`config.mk`:
```
export PLATFORM = sky130hd
export DESIGN_NAME = ps2_cmd_host
export DESIGN_NICKNAME = d
export VERILOG_FILES = /design/src/rtl/ps2_cmd_pkg.sv /design/src/rtl/ps2_line_sync.sv /design/src/rtl/ps2_tx_phy.sv /design/src/rtl/ps2_cmd_seq.sv /design/src/rtl/ps2_cmd_host.sv
export SDC_FILE = /design/constraint.sdc
export NUM_CORES = 1
export LEC_CHECK = 0
export CAP_MARGIN = 20
export CORE_MARGIN = 1.5
export CORE_UTILIZATION = 45
export DETAILED_ROUTE_END_ITERATION = 6
export GPL_ROUTABILITY_DRIVEN = 0
export PLACE_DENSITY = 0.67
export RECOVER_POWER = 50
export SETUP_SLACK_MARGIN = 0.05
export SLEW_MARGIN = 10
export SYNTH_ARGS = -nofsm -noshare
export SYNTH_HDL_FRONTEND = slang
export SYNTH_SLANG_ARGS = --single-unit
```
`constraint.sdc`:
```
create_clock -name clk -period 6.5 [get_ports clk]
set_clock_uncertainty 0.15 [all_clocks]
set_input_delay 0.975 -clock clk [delete_from_list [all_inputs] [get_ports clk]]
set_output_delay 0.975 -clock clk [all_outputs]
set_load 0.05 [all_outputs]
```
`src/rtl/ps2_cmd_pkg.sv`:
```
package ps2_cmd_pkg;

  typedef enum logic [1:0] {
    ST_OK      = 2'd0,
    ST_TIMEOUT = 2'd1,
    ST_NOACK   = 2'd2,
    ST_BAD     = 2'd3
  } status_e;

  typedef enum logic [2:0] {
    OP_LEDS   = 3'd0,
    OP_ECHO   = 3'd1,
    OP_RATE   = 3'd2,
    OP_RESEND = 3'd3,
    OP_RESET  = 3'd4
  } op_e;

  localparam logic [7:0] KB_SET_LEDS = 8'hED;
  localparam logic [7:0] KB_ECHO     = 8'hEE;
  localparam logic [7:0] KB_RATE     = 8'hF3;
  localparam logic [7:0] KB_RESEND   = 8'hFE;
  localparam logic [7:0] KB_RESET    = 8'hFF;
  localparam logic [7:0] KB_ACK      = 8'hFA;

  // Number of keyboard clock falling edges in one host-to-device transfer
  localparam int FRAME_EDGES = 11;

endpackage

```
`src/rtl/ps2_line_sync.sv`:
```
module ps2_line_sync #(
  parameter int STAGES = 2
) (
  input  logic clk,
  input  logic rst_n,
  input  logic clk_line,
  input  logic data_line,
  output logic data_s,
  output logic clk_fall
);

  logic [STAGES-1:0] clk_pipe;
  logic [STAGES-1:0] dat_pipe;
  logic              clk_prev;

  always_ff @(posedge clk) begin
    if (!rst_n) begin
      clk_pipe <= '1;
      dat_pipe <= '1;
      clk_prev <= 1'b1;
    end else begin
      clk_pipe <= {clk_pipe[STAGES-2:0], clk_line};
      dat_pipe <= {dat_pipe[STAGES-2:0], data_line};
      clk_prev <= clk_pipe[STAGES-1];
    end
  end

  assign data_s   = dat_pipe[STAGES-1];
  assign clk_fall = clk_prev & ~clk_pipe[STAGES-1];

endmodule

```
`src/rtl/ps2_tx_phy.sv`:
```
module ps2_tx_phy
  import ps2_cmd_pkg::*;
#(
  parameter int INHIBIT_CYC  = 5000,
  parameter int START_TO_CYC = 750000
) (
  input  logic       clk,
  input  logic       rst_n,
  input  logic       start,
  input  logic [7:0] tx_byte,
  input  logic       kb_fall,
  input  logic       kb_data,
  output logic       clk_oe,
  output logic       data_oe,
  output logic       busy,
  output logic       fin,
  output status_e    fin_res
);

  localparam int TMAX = (INHIBIT_CYC > START_TO_CYC) ? INHIBIT_CYC : START_TO_CYC;
  localparam int CW   = $clog2(TMAX + 1);
  localparam int IW   = $clog2(FRAME_EDGES + 1);

  typedef enum logic [1:0] {P_IDLE, P_INH, P_REQ, P_SHIFT} pst_e;

  pst_e           st;
  logic [CW-1:0]  cnt;
  logic [IW-1:0]  idx;
  logic [9:0]     frame;

  always_ff @(posedge clk) begin
    if (!rst_n) begin
      st      <= P_IDLE;
      cnt     <= '0;
      idx     <= '0;
      frame   <= '0;
      clk_oe  <= 1'b0;
      data_oe <= 1'b0;
      fin     <= 1'b0;
      fin_res <= ST_OK;
    end else begin
      fin <= 1'b0;
      unique case (st)
        P_IDLE: begin
          if (start) begin
            frame  <= {1'b1, ~^tx_byte, tx_byte};
            cnt    <= '0;
            clk_oe <= 1'b1;
            st     <= P_INH;
          end
        end
        P_INH: begin
          cnt <= cnt + 1'b1;
          if (cnt == CW'(INHIBIT_CYC - 1)) begin
            data_oe <= 1'b1;
            st      <= P_REQ;
          end
        end
        P_REQ: begin
          clk_oe <= 1'b0;
          cnt    <= '0;
          idx    <= '0;
          st     <= P_SHIFT;
        end
        P_SHIFT: begin
          if (kb_fall) begin
            cnt <= '0;
            if (idx < IW'(FRAME_EDGES - 1)) begin
              data_oe <= ~frame[0];
              frame   <= {1'b0, frame[9:1]};
              idx     <= idx + 1'b1;
            end else begin
              data_oe <= 1'b0;
              fin     <= 1'b1;
              fin_res <= kb_data ? ST_NOACK : ST_OK;
              st      <= P_IDLE;
            end
          end else begin
            cnt <= cnt + 1'b1;
            if (cnt == CW'(START_TO_CYC - 1)) begin
              clk_oe  <= 1'b0;
              data_oe <= 1'b0;
              fin     <= 1'b1;
              fin_res <= ST_TIMEOUT;
              st      <= P_IDLE;
            end
          end
        end
        default: st <= P_IDLE;
      endcase
    end
  end

  assign busy = (st != P_IDLE);

endmodule

```
`src/rtl/ps2_cmd_seq.sv`:
```
module ps2_cmd_seq
  import ps2_cmd_pkg::*;
#(
  parameter int REPLY_TO_CYC = 1000000
) (
  input  logic       clk,
  input  logic       rst_n,
  input  logic       cmd_valid,
  output logic       cmd_ready,
  input  logic [2:0] cmd_op,
  input  logic [7:0] cmd_arg,
  input  logic       rx_valid,
  input  logic [7:0] rx_data,
  output logic       phy_start,
  output logic [7:0] phy_byte,
  input  logic       phy_fin,
  input  status_e    phy_res,
  output logic       done,
  output status_e    status,
  output logic [7:0] reply
);

  localparam int RW = $clog2(REPLY_TO_CYC + 1);

  typedef enum logic [1:0] {S_IDLE, S_TX, S_WAIT, S_REJ} sst_e;

  sst_e          st;
  op_e           op_q;
  logic [7:0]    arg_q;
  logic          second;
  logic [RW-1:0] rcnt;

  logic          has_arg;
  logic          any_ok;
  logic [7:0]    want;
  logic [7:0]    first_byte;

  always_comb begin
    has_arg    = (op_q == OP_LEDS) || (op_q == OP_RATE);
    any_ok     = (op_q == OP_RESEND);
    want       = (op_q == OP_ECHO) ? KB_ECHO : KB_ACK;
    unique case (cmd_op)
      OP_LEDS:   first_byte = KB_SET_LEDS;
      OP_ECHO:   first_byte = KB_ECHO;
      OP_RATE:   first_byte = KB_RATE;
      OP_RESEND: first_byte = KB_RESEND;
      default:   first_byte = KB_RESET;
    endcase
  end

  assign cmd_ready = (st == S_IDLE);

  always_ff @(posedge clk) begin
    if (!rst_n) begin
      st        <= S_IDLE;
      op_q      <= OP_ECHO;
      arg_q     <= '0;
      second    <= 1'b0;
      rcnt      <= '0;
      phy_start <= 1'b0;
      phy_byte  <= '0;
      done      <= 1'b0;
      status    <= ST_OK;
      reply     <= '0;
    end else begin
      phy_start <= 1'b0;
      done      <= 1'b0;
      unique case (st)
        S_IDLE: begin
          if (cmd_valid) begin
            if (cmd_op > 3'd4) begin
              st <= S_REJ;
            end else begin
              op_q      <= op_e'(cmd_op);
              arg_q     <= cmd_arg;
              second    <= 1'b0;
              phy_byte  <= first_byte;
              phy_start <= 1'b1;
              st        <= S_TX;
            end
          end
        end
        S_REJ: begin
          done   <= 1'b1;
          status <= ST_BAD;
          st     <= S_IDLE;
        end
        S_TX: begin
          if (phy_fin) begin
            if (phy_res != ST_OK) begin
              done   <= 1'b1;
              status <= phy_res;
              st     <= S_IDLE;
            end else begin
              rcnt <= '0;
              st   <= S_WAIT;
            end
          end
        end
        S_WAIT: begin
          if (rx_valid) begin
            reply <= rx_data;
            if (!any_ok && rx_data != want) begin
              done   <= 1'b1;
              status <= ST_BAD;
              st     <= S_IDLE;
            end else if (has_arg && !second) begin
              second    <= 1'b1;
              phy_byte  <= arg_q;
              phy_start <= 1'b1;
              st        <= S_TX;
            end else begin
              done   <= 1'b1;
              status <= ST_OK;
              st     <= S_IDLE;
            end
          end else begin
            rcnt <= rcnt + 1'b1;
            if (rcnt == RW'(REPLY_TO_CYC - 1)) begin
              done   <= 1'b1;
              status <= ST_TIMEOUT;
              st     <= S_IDLE;
            end
          end
        end
        default: st <= S_IDLE;
      endcase
    end
  end

endmodule

```
`src/rtl/ps2_cmd_host.sv`:
```
module ps2_cmd_host
  import ps2_cmd_pkg::*;
#(
  parameter int INHIBIT_CYC  = 5000,
  parameter int START_TO_CYC = 750000,
  parameter int REPLY_TO_CYC = 1000000,
  parameter int SYNC_STAGES  = 2
) (
  input  logic       clk,
  input  logic       rst_n,
  input  logic       cmd_valid,
  output logic       cmd_ready,
  input  logic [2:0] cmd_op,
  input  logic [7:0] cmd_arg,
  input  logic       rx_valid,
  input  logic [7:0] rx_data,
  input  logic       ps2_clk_i,
  input  logic       ps2_data_i,
  output logic       ps2_clk_oe,
  output logic       ps2_data_oe,
  output logic       done,
  output logic [1:0] status,
  output logic [7:0] reply
);

  logic       kb_fall;
  logic       kb_data;
  logic       phy_start;
  logic [7:0] phy_byte;
  logic       phy_busy;
  logic       phy_fin;
  status_e    phy_res;
  status_e    seq_status;

  ps2_line_sync #(.STAGES(SYNC_STAGES)) u_sync (
    .clk      (clk),
    .rst_n    (rst_n),
    .clk_line (ps2_clk_i),
    .data_line(ps2_data_i),
    .data_s   (kb_data),
    .clk_fall (kb_fall)
  );

  ps2_tx_phy #(
    .INHIBIT_CYC (INHIBIT_CYC),
    .START_TO_CYC(START_TO_CYC)
  ) u_phy (
    .clk    (clk),
    .rst_n  (rst_n),
    .start  (phy_start),
    .tx_byte(phy_byte),
    .kb_fall(kb_fall),
    .kb_data(kb_data),
    .clk_oe (ps2_clk_oe),
    .data_oe(ps2_data_oe),
    .busy   (phy_busy),
    .fin    (phy_fin),
    .fin_res(phy_res)
  );

  ps2_cmd_seq #(.REPLY_TO_CYC(REPLY_TO_CYC)) u_seq (
    .clk      (clk),
    .rst_n    (rst_n),
    .cmd_valid(cmd_valid),
    .cmd_ready(cmd_ready),
    .cmd_op   (cmd_op),
    .cmd_arg  (cmd_arg),
    .rx_valid (rx_valid),
    .rx_data  (rx_data),
    .phy_start(phy_start),
    .phy_byte (phy_byte),
    .phy_fin  (phy_fin),
    .phy_res  (phy_res),
    .done     (done),
    .status   (seq_status),
    .reply    (reply)
  );

  assign status = seq_status;

endmodule

```
# After elaboration in Yosys (flattened, before gate mapping)
# Cells that the tools add are included.
[op_classes] n_mux=78 n_lt_le_gt_ge=2 n_reduce_logical=32 add_sub_neg=3 n_eq_ne=36 bitwise=4
[op_table] cell="2-to-1 mux 20 bit" n=5
[op_table] cell="case mux 20 bit (4 select lines)" n=1
[op_table] cell="2-to-1 mux 2 bit" n=22
[op_table] cell="adder 20 x 1 -> 20 bit (second input constant)" n=2
[op_table] cell="== test 20 bit (second input constant)" n=2
[op_table] cell="2-to-1 mux 8 bit" n=5
[op_table] cell="case mux 20 bit (2 select lines)" n=1
[op_table] cell="2-to-1 mux 10 bit" n=3
[op_table] cell="2-to-1 mux 1 bit" n=26
[op_table] cell="== test 20 x 13 -> 1 bit (second input constant)" n=1
[op_table] cell="inequality test 2 bit (second input constant)" n=10
[op_table] cell="case mux 10 bit (2 select lines)" n=1
[op_table] cell="case mux 5 bit (4 select lines)" n=1
[op_table] cell="case mux 2 bit (4 select lines)" n=2
[op_table] cell="case mux 8 bit (2 select lines)" n=1
[op_table] cell="AND reduction 4 bit" n=4
[op_table] cell="AND reduction 3 bit" n=5
[op_table] cell="nonzero test 2 bit" n=7
[op_table] cell="== test 3 x 2 -> 1 bit (second input constant)" n=4
[op_table] cell="inequality test 2 x 1 -> 1 bit (second input constant)" n=6
[op_table] cell="== test 2 bit (second input constant)" n=4
[op_table] cell="2-to-1 mux 4 bit" n=2
[op_table] cell="inequality test 8 bit" n=1
[op_table] cell="case mux 4 bit (2 select lines)" n=1
[op_table] cell="24 further kinds" n=38
[word_totals] elab_cells=176 in_bits=25 out_inout_bits=14 register_bits=100

# Logic depth before layout (Yosys ltp)
[logic_depth] depth_word=7 ltp_mapped=9 ltp_nobuf=7

# Cells and area by module
# A second synthesis with hierarchy kept.
[hier_totals] hier_cells=567 hier_area_um2=4848.4
[modules_own_cells] module="ps2_cmd_seq" cells_each=312 seq_area_each_um2=1081.0 n_inst=1 area_each_um2=2542.4
[modules_own_cells] module="ps2_tx_phy" cells_each=244 seq_area_each_um2=820.8 n_inst=1 area_each_um2=2168.3
[modules_own_cells] module="ps2_line_sync" cells_each=11 seq_area_each_um2=100.1 n_inst=1 area_each_um2=137.6

# Worst setup path after synthesis
# Ideal clock, no wire load.
[synth_path] path_type="input -> register" start="input port rx_valid" end="register u_seq.phy_byte[5]" path_slack_ps=3882 setup_ps=122 required_time_ps=6228 path_stages=6 t_arrival_ps=2346 cell_sequence="buf_4 > or4b_4 > o41ai_4 > o21ai_2 > buf_6 > o311a_1"
[synth_between] elab_chain_len=2
[synth_rtl] element="from (decl)" line="ps2_cmd_host.sv:15" text="input logic rx_valid,"
[synth_rtl] element="inequality test 2 bit (no line)"
[synth_rtl] element="AND reduction 6 bit (no line)"
[synth_rtl] element="to (signal assigned)" line="ps2_cmd_seq.sv:77" text="phy_byte <= first_byte;"
[synth_rtl] element="to (signal assigned)" line="ps2_cmd_seq.sv:109" text="phy_byte <= arg_q;"
[synth_rtl] element="to (decl)" line="ps2_cmd_seq.sv:15" text="output logic [7:0] phy_byte,"
# No other way between the ends.
# A chain may end at the register's enable or synchronous reset.

==> flow_summary.yaml <==
clock_tree:
  cts_hold_buf: 0
  numCtsBuffers: 9
  ctsHtreeMaxLevel: 3
  clock_latency_ns: 0.37
  root_buffer: "clkbuf_8"
  clk_pin_slew_ns: 0.09
  cts_resized: 0
  cts_tree: "yes"
  cts_setup_buffers: 0
  clockBufferDepth: 2
  cts.sinks: 100
final_layout:
  final_cell_mix: "dfxtp_1, nand2_1, nor2_1, a21oi_1, nand3_1"
  nets: 626
  insertedDiodeCount: 0
  layout_commonest_cell: "dfxtp_1"
  final_area_sq_mm: 0.00543
  instances_no_fill: 731
  drive_gt1_share_pct: 4.71
  syn_to_final_growth_pct: 14.6
  n_fill_cell: 990
floorplanning:
  core_area_sq_mm: 0.0103
  start_util_pct: 46.1
  pin_count: 39
  fp.dieH_um: 106
  dieArea_sq_mm: 0.0111
  rows: 37
  die_x_um: 106
power:
  internal_power_mw: 1.16
  power_density_mw_per_mm2: 334
  peakVddDrop_mv: 0.147
  power.switching_uw: 645
  seq_power_share_pct: 42.0
  fin_total_pwr_mw: 1.81
  switching_share_pct: 35.6
  p_leak_nw: 1.92
  pwr-share-clk_pct: 23.9
  pwr-share-comb_pct: 34.1
global_routing:
  grt_max_degree: 30
  grt_pass1_wl_um: 17400
  grt_util_all_layers_pct: 19.2
  grt_overflow: 0
  grt_antenna_before_repair: 0
  grt_pass1_vias: 3688
logic_synthesis:
  synth_seq_cells: 100
  synth_cell_type_count: 63
  synthCells: 560
  syn-cell-area_sq_mm: 0.00473
  ys_async_sr_fraction_pct: 0
  yosys.area.top_type: "dfxtp_1"
  ys_warn_count: 0
  synth_top_cells_by_area: "dfxtp_1, nand2_1, nor2_1"
  synth_edf_count: 0
  seq_area_frac_synth_pct: 42.3
  ys.flop_type: "dfxtp_1"
  postSynthAreaPerCell_sq_um: 8.45
  syn_nets: 596
  synth_top_area_share_pct: 42.3
min_path:
  hold_class: "flop to flop"
critical_path:
  cp_slowest_stage_delay_ns: 0.93
  crit_slowest_cell: "clkbuf_1"
  required_ns: 6.64
  path_cells: "dlygate4sd3_1 > clkbuf_1 > clkinv_1 > clkbuf_1 > a31oi_1 > o21ai_0 > o21ai_0"
  crit_arrival_ns: 4.60
  start_kind: "primary input"
  cp_max_fo: 29
  cp-end-kind: "flop"
  timing_worst_setup_path_type: "primary input to flop"
timing:
  min_period_ns: 4.46
  grt_setup_unrepaired: "false"
  slew_headroom_pct: 14.8
  tightestPinTransition_ns: 1.28
  layout_setup_ws_ns: 2.04
  hold_violations: 0
  min_period_over_period_pct: 68.6
  finalMaxSlewViolations: 0
  timing.fmax_ghz: 0.224
  setup_tns_ns: 0
  setup_viol: 0
flow_run:
  max_cap_violations: 0
route:
  drtIter0Drc: 199
  vias: 3944
  vias_per_cell: 5.40
  ant_nets: 0
  wirelength_um: 10100
  drcViolationCount: 0
  routedWlPerCell_um: 13.8
  drt-pass1-iter-count: 5
place:
  placed_cells: 715
  placed_area_sq_mm: 0.00522
  dpl.hpwl_um: 7140
  pre_cts_ws_ns: 3.16
  numPortBuffers: 38
status:
  status: "complete, no violations"
metal layers:
metal	vias up	global-route usage (%)	part of all wire (%)
li1	2023	-	-
met1	1850	25.7	49
met2	63	30.3	46
met3	8	4.33	3.3
met4	0	7.14	0.86
met5	-	0	0
Yosys cell counts, types with 3 or more instances:
| library cell | number |
|---|---|
| o311a_1 | 3 |
| a31oi_1 | 3 |
| mux2i_1 | 16 |
| and3_1 | 10 |
| and4_1 | 3 |
| a21oi_1 | 34 |
| inv_1 | 12 |
| buf_2 | 3 |
| a21o_1 | 3 |
| o21ai_0 | 18 |
| a211oi_1 | 10 |
| nor4b_1 | 4 |
| ha_1 | 11 |
| or2b_1 | 3 |
| a221oi_1 | 3 |
| xnor2_1 | 21 |
| dfxtp_1 | 100 |
| o21a_1 | 3 |
| and2_1 | 3 |
| a22oi_1 | 3 |
| nand4_1 | 12 |
| nor3_1 | 14 |
| clkbuf_1 | 14 |
| nand3_1 | 27 |
| nand2_1 | 74 |
| nand2b_1 | 13 |
| nor2_1 | 68 |
| nor3b_1 | 3 |
| nor4_1 | 3 |
| buf_1 | 3 |
| o221ai_1 | 3 |
| xor2_1 | 20 |
registers in the layout, summed over array words and instances, names as in the netlist, 2 cells and up:
register	flops
u_phy.cnt	20
u_phy.fin_res	2
u_phy.frame	10
u_phy.idx	4
u_phy.st	2
u_seq.arg_q	8
u_seq.op_q	3
u_seq.phy_byte	8
u_seq.rcnt	20
u_seq.reply	8
u_seq.st	2
u_seq.status	2
u_sync.clk_pipe	2
u_sync.dat_pipe	2
through the flow:
| stage | hold WS [ns] | utilization [%] |
|---|---|---|
| 2_1_floorplan | 0.236 | - |
| 3_3_place_gp | 0.241 | 50.6 |
| 3_5_place_dp | 0.251 | 50.8 |
| 4_1_cts | 0.257 | 52.9 |
| 5_1_grt | 0.279 | 52.8 |
| 6_report | 0.258 | 52.8 |
critical path: cells and delay by family:
kind                   cells  cell delay (ns)
buffers and inverters      4             2.95
AOI/OAI and AO/OA          3             0.65
path summary, 6_finish.rpt:
check / from / endpoint / slack [ns] / cells after the start
worst max-delay path: rst_n / u_seq.phy_byte[2] / 2.04 / 7
worst min register to register: u_sync.clk_pipe[0] / u_sync.clk_pipe[1] / 0.26 / 1
worst max register to register: u_phy.st[1] / u_phy.cnt[16] / 3.56 / 6
worst min-delay path: u_sync.clk_pipe[0] / u_sync.clk_pipe[1] / 0.26 / 1
power by group through the flow:
stage	Combinational, mW	Clock (mW)	Sequential (mW)
global placement	0.604	0	0.771
global route	0.686	0.468	0.772
detailed placement	0.622	0	0.774
finish	0.617	0.433	0.760
CTS	0.627	0.445	0.760
floorplan	0.437	0	0.813
kinds of logic (layout without fill, tap and decap cells):
group | after synthesis | after routing | synth area share, %
AO/OA/AOI/OAI | 101 | 101 | 14.2
XOR/XNOR | 41 | 41 | 7.59
adder cells (fa/ha/maj) | 11 | 11 | 2.91
buffers and inverters | 37 | 72 | 3.28
flip-flops | 100 | 100 | 42.3
multiplexers | 17 | 17 | 3.62
AND/OR/NAND/NOR | 253 | 253 | 26.1
final cells by class:
cell class,instances,area [sq um],share of cell area (%)
clock buffer,10,128,2.35
clock inverter,6,87.6,1.61
inverter,14,52.6,0.968
multi-input combinational,423,2580,47.5
sequential,100,2000,36.9
tap,136,170,3.14
timing repair buffer,42,410,7.56
Power figures use the tool's default switching activity.
